--- config.mk ---
export PLATFORM = sky130hd
export DESIGN_NAME = xfer_pulse_encoder
export DESIGN_NICKNAME = d
export VERILOG_FILES = /design/src/rtl/xpe_pkg.sv /design/src/rtl/xpe_sync.sv /design/src/rtl/xpe_idle_timer.sv /design/src/rtl/xpe_pulse_gen.sv /design/src/rtl/xfer_pulse_encoder.sv
export SDC_FILE = /design/constraint.sdc
export NUM_CORES = 1
export LEC_CHECK = 0
export BUFFER_PORTS_ARGS = -buffer_cell sky130_fd_sc_hd__buf_2
export CELL_PAD_IN_SITES_DETAIL_PLACEMENT = 2
export CELL_PAD_IN_SITES_GLOBAL_PLACEMENT = 2
export CORE_MARGIN = 5
export CORE_UTILIZATION = 33
export DETAILED_ROUTE_END_ITERATION = 8
export PLACE_DENSITY = 0.79
export SYNTH_ARGS = -nofsm -noshare
export SYNTH_HDL_FRONTEND = slang
export SYNTH_SLANG_ARGS = --single-unit
--- constraint.sdc ---
create_clock -name clk -period 1.65 [get_ports clk]
set_clock_uncertainty 0.05 [all_clocks]
set_input_delay 0.165 -clock clk [delete_from_list [all_inputs] [get_ports clk]]
set_output_delay 0.165 -clock clk [all_outputs]
set_load 0.02 [all_outputs]
--- src/rtl/xpe_pkg.sv ---
package xpe_pkg;
  typedef enum logic [1:0] {
    XPE_IDLE = 2'd0,
    XPE_HIGH = 2'd1,
    XPE_LOW  = 2'd2
  } xpe_kind_t;

  function automatic xpe_kind_t xpe_kind_of(input logic req, input logic lvl);
    if (!req)     return XPE_IDLE;
    else if (lvl) return XPE_HIGH;
    else          return XPE_LOW;
  endfunction
endpackage

--- src/rtl/xpe_sync.sv ---
module xpe_sync #(
  parameter int STAGES = 2
) (
  input  logic clk,
  input  logic rst,
  input  logic d_async,
  output logic lvl,
  output logic chg
);
  logic [STAGES-1:0] stg;
  logic              prev;

  generate
    for (genvar i = 0; i < STAGES; i++) begin : g_stage
      if (i == 0) begin : g_first
        always_ff @(posedge clk) begin
          if (rst) stg[0] <= 1'b0;
          else     stg[0] <= d_async;
        end
      end else begin : g_next
        always_ff @(posedge clk) begin
          if (rst) stg[i] <= 1'b0;
          else     stg[i] <= stg[i-1];
        end
      end
    end
  endgenerate

  always_ff @(posedge clk) begin
    if (rst) prev <= 1'b0;
    else     prev <= stg[STAGES-1];
  end

  assign lvl = stg[STAGES-1];
  assign chg = stg[STAGES-1] ^ prev;
endmodule

--- src/rtl/xpe_idle_timer.sv ---
module xpe_idle_timer #(
  parameter int IDLE_CYC = 100,
  parameter int REF_CYC  = 100
) (
  input  logic clk,
  input  logic rst,
  input  logic en,
  input  logic chg,
  output logic fire
);
  localparam int MAXC = (IDLE_CYC > REF_CYC) ? IDLE_CYC : REF_CYC;
  localparam int CW   = $clog2(MAXC + 1);
  localparam logic [CW-1:0] IDLE_LAST = CW'(IDLE_CYC - 1);
  localparam logic [CW-1:0] REF_LAST  = CW'(REF_CYC - 1);

  logic [CW-1:0] cnt;
  logic          in_ref;
  logic [CW-1:0] target;

  assign target = in_ref ? REF_LAST : IDLE_LAST;
  assign fire   = en && !rst && !chg && (cnt == target);

  always_ff @(posedge clk) begin
    if (rst || !en || chg) begin
      cnt    <= '0;
      in_ref <= 1'b0;
    end else if (cnt == target) begin
      cnt    <= '0;
      in_ref <= 1'b1;
    end else begin
      cnt    <= cnt + 1'b1;
    end
  end
endmodule

--- src/rtl/xpe_pulse_gen.sv ---
module xpe_pulse_gen
  import xpe_pkg::*;
#(
  parameter int PULSE_W = 1
) (
  input  logic clk,
  input  logic rst,
  input  logic en,
  input  logic req,
  input  logic lvl,
  output logic p_hi,
  output logic p_lo
);
  localparam int WW = $clog2(PULSE_W + 1);
  localparam logic [WW-1:0] W_LAST = WW'(PULSE_W - 1);

  logic [WW-1:0] wcnt;
  xpe_kind_t     kind;

  assign kind = xpe_kind_of(req, lvl);

  always_ff @(posedge clk) begin
    if (rst || !en) begin
      p_hi <= 1'b0;
      p_lo <= 1'b0;
      wcnt <= '0;
    end else if (kind != XPE_IDLE) begin
      p_hi <= (kind == XPE_HIGH);
      p_lo <= (kind == XPE_LOW);
      wcnt <= W_LAST;
    end else if (wcnt != '0) begin
      wcnt <= wcnt - 1'b1;
    end else begin
      p_hi <= 1'b0;
      p_lo <= 1'b0;
    end
  end
endmodule

--- src/rtl/xfer_pulse_encoder.sv ---
module xfer_pulse_encoder #(
  parameter int PULSE_W  = 1,
  parameter int IDLE_CYC = 100,
  parameter int REF_CYC  = 100
) (
  input  logic clk,
  input  logic rst,
  input  logic en,
  input  logic din,
  output logic pulse_set,
  output logic pulse_rst
);
  logic lvl;
  logic chg;
  logic fire;
  logic req;

  xpe_sync #(.STAGES(2)) u_sync (
    .clk     (clk),
    .rst     (rst),
    .d_async (din),
    .lvl     (lvl),
    .chg     (chg)
  );

  xpe_idle_timer #(.IDLE_CYC(IDLE_CYC), .REF_CYC(REF_CYC)) u_timer (
    .clk  (clk),
    .rst  (rst),
    .en   (en),
    .chg  (chg),
    .fire (fire)
  );

  assign req = chg | fire;

  xpe_pulse_gen #(.PULSE_W(PULSE_W)) u_pgen (
    .clk  (clk),
    .rst  (rst),
    .en   (en),
    .req  (req),
    .lvl  (lvl),
    .p_hi (pulse_set),
    .p_lo (pulse_rst)
  );
endmodule

### After elaboration in Yosys (flattened, before gate mapping)

Cells that the tools add are included.

| operators by class | value |
|---|---|
| $add $sub $neg | 2 |
| equal/unequal tests | 4 |
| mux-type cells | 5 |
| bitwise logic cells | 3 |
| reductions and logical operators | 11 |

Operators by type and width:

| kind | count |
|---|---|
| 7-bit by 1-bit adder with 7-bit output, second input constant | 1 |
| 7-bit == test, second input constant | 1 |
| 2-bit 2-to-1 mux | 2 |
| 1-bit logical AND | 3 |
| 1-bit logical NOT | 3 |
| 1-bit 2-to-1 mux | 3 |
| 3-bit OR reduction | 1 |
| 2-bit by 1-bit == test with 1-bit output, second input constant | 1 |
| 2-bit == test, second input constant | 1 |
| 1-bit logical OR | 2 |
| 2-bit != test, second input constant | 1 |
| 2-bit nonzero test | 1 |
| 2-bit OR reduction | 1 |
| 1-bit NOT | 1 |
| 1-bit OR | 1 |
| 1-bit subtractor, second input constant | 1 |
| 1-bit bitwise XOR | 1 |

| word-level totals | value |
|---|---|
| flip-flop bits (word level) | 13 |
| output and inout bits | 2 |

### Logic depth before layout (Yosys ltp)

| logic depth | value |
|---|---|
| depth in word-level cells | 8 |
| mapped depth | 4 |
| gate-level depth less buffers | 4 |

### Modules after synthesis

Synthesis repeated with hierarchy kept, for this count alone.

| second synthesis, totals | value |
|---|---|
| cell total of the unflattened synthesis | 51 |
| area total of the unflattened synthesis | 506.7 um^2 |

By module, submodules not included:

| module | times used | cells an instance | area an instance (um^2) | seq. area each (um^2) |
|---|---|---|---|---|
| xpe_idle_timer | 1 | 32 | 302.8 | 140.1 |
| xpe_pulse_gen | 1 | 11 | 110.1 | 60.1 |
| xpe_sync | 1 | 7 | 87.6 | 60.1 |
| xfer_pulse_encoder | 1 | 1 | 6.3 | 0.0 |

### Worst setup path after synthesis

OpenSTA, ideal clock, no wires.

| timing | value |
|---|---|
| kind | register -> register |
| from | register u_timer.cnt[0] |
| to | register u_pgen.p_lo |
| arrival | 1,268 ps |
| data required time | 1,480 ps |
| slack | 212 ps |
| stages on the path, launching flop included | 5 |
| period minus slack after synthesis | 1,438 ps |
| path through | dfxtp_1 > ha_1 > nand4bb_4 > o2111a_1 > o31a_1 |

| between the ends | value |
|---|---|
| cells in the longest elaborated chain, start to end | 6 |

RTL lines:

| what | line | source |
|---|---|---|
| from (decl) | xpe_idle_timer.sv:16 | `logic [CW-1:0] cnt;` |
| from (signal assigned) | xpe_idle_timer.sv:31 | `cnt <= cnt + 1'b1;` |
| 7-bit == test (*) | xpe_idle_timer.sv:21 | `assign fire = en && !rst && !chg && (cnt == target);` |
| 1-bit logical AND (*) | xpe_idle_timer.sv:21 |  |
| 1-bit OR (*) | xfer_pulse_encoder.sv:34 | `assign req = chg \| fire;` |
| 2-bit 2-to-1 mux (*) | xpe_pkg.sv:9 | `if (!req) return XPE_IDLE;` |
| 2-bit == test / 2-bit nonzero test (equally long branches) | xpe_pulse_gen.sv:29, xpe_pulse_gen.sv:27 |  |
| 1-bit 2-to-1 mux / 2-bit != test (equally long branches) | n/a |  |
| to (signal assigned) | xpe_pulse_gen.sv:29 | `p_lo <= (kind == XPE_LOW);` |
| to (decl) | xpe_pulse_gen.sv:12 | `output logic p_lo` |

Mark *: on every way between the ends. The rest lies on a longest branch, timed or not.
A chain may end at the register's enable or synchronous reset.

### Final worst setup path

Same ends and word-level chain as after synthesis.

==> impl_metrics.ini <==
[cells_and_area]
fin_nets = 72
syn2layout_area_growth_pct = 14.7
fill_cells = 177
mostFrequentLayoutCells = dfxtp_1 (13), nor2_1 (6), buf_2 (5), nand3_1 (4), a21oi_1 (4)
drive_above_1_share_pct = 18.2
fin_area_um2 = 624
n_antenna_cell = 0
layout.cells.most_common = dfxtp_1

[cts]
clk_pin_slew_ns = 0.09
root_buffer = clkbuf_4
cts_hold_buf = 0
clock_path_buffers = 2
cts_sinks = 13
cts_tree = done
clock_latency_ns = 0.28
cts-htree-levels = 1
cts_made_buffers = 3
cts_setup_buffers = 0
cts-resized-gates = 0

[power_and_ir_drop]
power_density_nw_per_um2 = 886
irDropWorstVdd_v = 0.000439
p_leak_nw = 0.216

[place]
gp_congestion = 0.712
place_ws_ns = 0.189
portBuffers = 5
placed_cell_area_um2 = 597
dp_hpwl_um = 863

[timing]
setup_viol = 0
fin_crit_ns = 1.50
fin_setup_tns_ns = 0
period_share_pct = 90.8
finalHoldViolCount = 0
timing.fmax_mhz = 667
whs_ns = 0.0234
maxSlewViolCount = 0
rsz0062_at_grt = no
setup_ws_ns = 0.152

[setup_path]
cp_max_fo = 6
cpPeakStageDelay_ns = 0.38
rr_worst_depth = 4
cp_top_family = compound AO/OA/AOI/OAI gates
crit_required_ns = 1.77
r2r-start = u_timer.cnt[0]
setup.worst_path.end = u_pgen.p_lo
r2r_setup_slack_ns = 0.15
crit_path_end_kind = register
slowest_stage = dfxtp_1
arrival_ns = 1.62
cp-startpoint = u_timer.cnt[0]
worstSetupStartpointType = register
critical_path_class = register to register
r2r-end = u_pgen.p_lo
path_buf_inv = 0
crit_cells = 4
worstPathCellList = ha_1, nand4bb_4, o2111a_1, o31a_1

[synth]
ys_types = 21
synth.avg_cell_area_um2 = 9.72
yosysWarnings = 0
synth-seq-area-share_pct = 47.8
synth-seq-cells = 13
netlist_area_um2 = 544
netlist_instances = 56
syn_nets = 61

[die]
dieHeight_um = 50.6
initial_utilization_pct = 35.3
row_count = 14
ioPinCount = 6
core-area_um2 = 1540
dieArea_um2 = 2560
die_x_um = 50.6

[run_status]
status = completed

[route]
drtAntennaViolNets = 0
drc = 0
vias = 453
routed_wl_um = 1200
dr.first_iter.drc_count = 4
first_pass_iters = 4
via_per_inst = 5.52
routedWlPerCell_um = 14.6

[global_route]
grt_pass1_vias = 494
grt_use_total_pct = 11.7
grt_remaining_overflow = 0
grt_pass1_wl_um = 2230
grt_max_degree = 9
antenna_found_initial = 0

[hold_path]
hold_path_class = input pin to register

[flow_run]
max_cap_violations = 0
## state kept, by name, indices dropped and copies added, names as in the netlist
name and count:
u_timer.cnt 7, u_pgen.wcnt 1, u_sync.lvl 1, u_pgen.p_hi 1, u_sync.stg 1, u_pgen.p_lo 1
u_sync.prev 1
## where the power goes
part           total (mW)  switching [mW]  internal [mW]
sequential          0.327         0.00644          0.321
clock               0.201           0.111         0.0898
combinational      0.0252          0.0139         0.0113
## cells in the mapped netlist
master,number,share of area [%]
xnor2_1,2,3.2
nand2b_1,1,1.2
dfxtp_1,13,48
a41oi_1,1,1.6
o211ai_1,1,1.4
or3_1,1,1.2
ha_1,1,2.3
nand2_1,3,2.1
a21oi_1,4,3.7
conb_1,1,0.69
nand3_1,4,3.7
o31a_1,2,3.2
nor2b_1,3,3.4
nor3_1,3,2.8
inv_1,3,2.1
o211ai_2,1,2.3
xor2_1,2,3.2
nand4bb_4,1,5.1
o2111a_1,2,4.1
nor2_1,6,4.1
o21ai_0,1,0.92
## worst min-delay path by stage
stage / startpoint / end / slack (ns) / cells after the start
floorplan: rst / u_sync.prev / 0.18 / 1
global placement: rst / u_sync.prev / 0.32 / 2
detailed placement: rst / u_sync.prev / 0.33 / 2
CTS: rst / u_sync.prev / 0.02 / 2
global route: rst / u_sync.prev / 0.02 / 2
finish: rst / u_sync.prev / 0.02 / 2
## worst reg2reg max path, cell delays in order, from the launching register on
cell,delay [ns]
dfxtp_1,0.38
ha_1,0.25
nand4bb_4,0.17
o2111a_1,0.27
o31a_1,0.26
## area by class of cell
class                           count  area, um2  share of cell area (%)
Clock inverter                      1       5.00                   0.802
Sequential cell                    13        260                    41.7
Timing Repair Buffer                6       32.5                    5.21
Inverter                            3       11.3                    1.80
Tap cell                           16       20.0                    3.21
Clock buffer                        3       22.5                    3.61
Multi-Input combinational cell     40        273                    43.7
## metrics by stage
stage / utilization [%] / cells / total power [mW]
after detailed placement: 38.7 / 78 / 0.360
after global routing: 40.5 / 82 / 0.585
after CTS: 40.5 / 82 / 0.563
final: 40.5 / 82 / 0.553
after floorplan: - / 56 / 0.349
after global placement: 38.7 / 78 / 0.359
## kinds of logic (layout without fill, tap and decap cells)
family          Yosys count  after routing  synth area share (%)
compound gates           12             12                  17.2
xor+xnor                  4              4                  6.44
fa+ha+maj                 1              1                  2.30
buf+inv                   3             13                  2.07
flops                    13             13                  47.8
other cells               1              1                 0.689
simple gates             22             22                  23.4
## metal layers
metal | vias up | track usage [%] | part of all wire (%) | wire (um)
met5 | - | 0 | 0 | 0
met4 | 0 | 7.66 | 2.3 | 27
met3 | 4 | 3.55 | 3.3 | 39
met2 | 7 | 18.8 | 50 | 602
met1 | 223 | 13.1 | 44 | 528
li1 | 219 | - | - | -
Note: power is estimated with default switching activity, not from simulation.
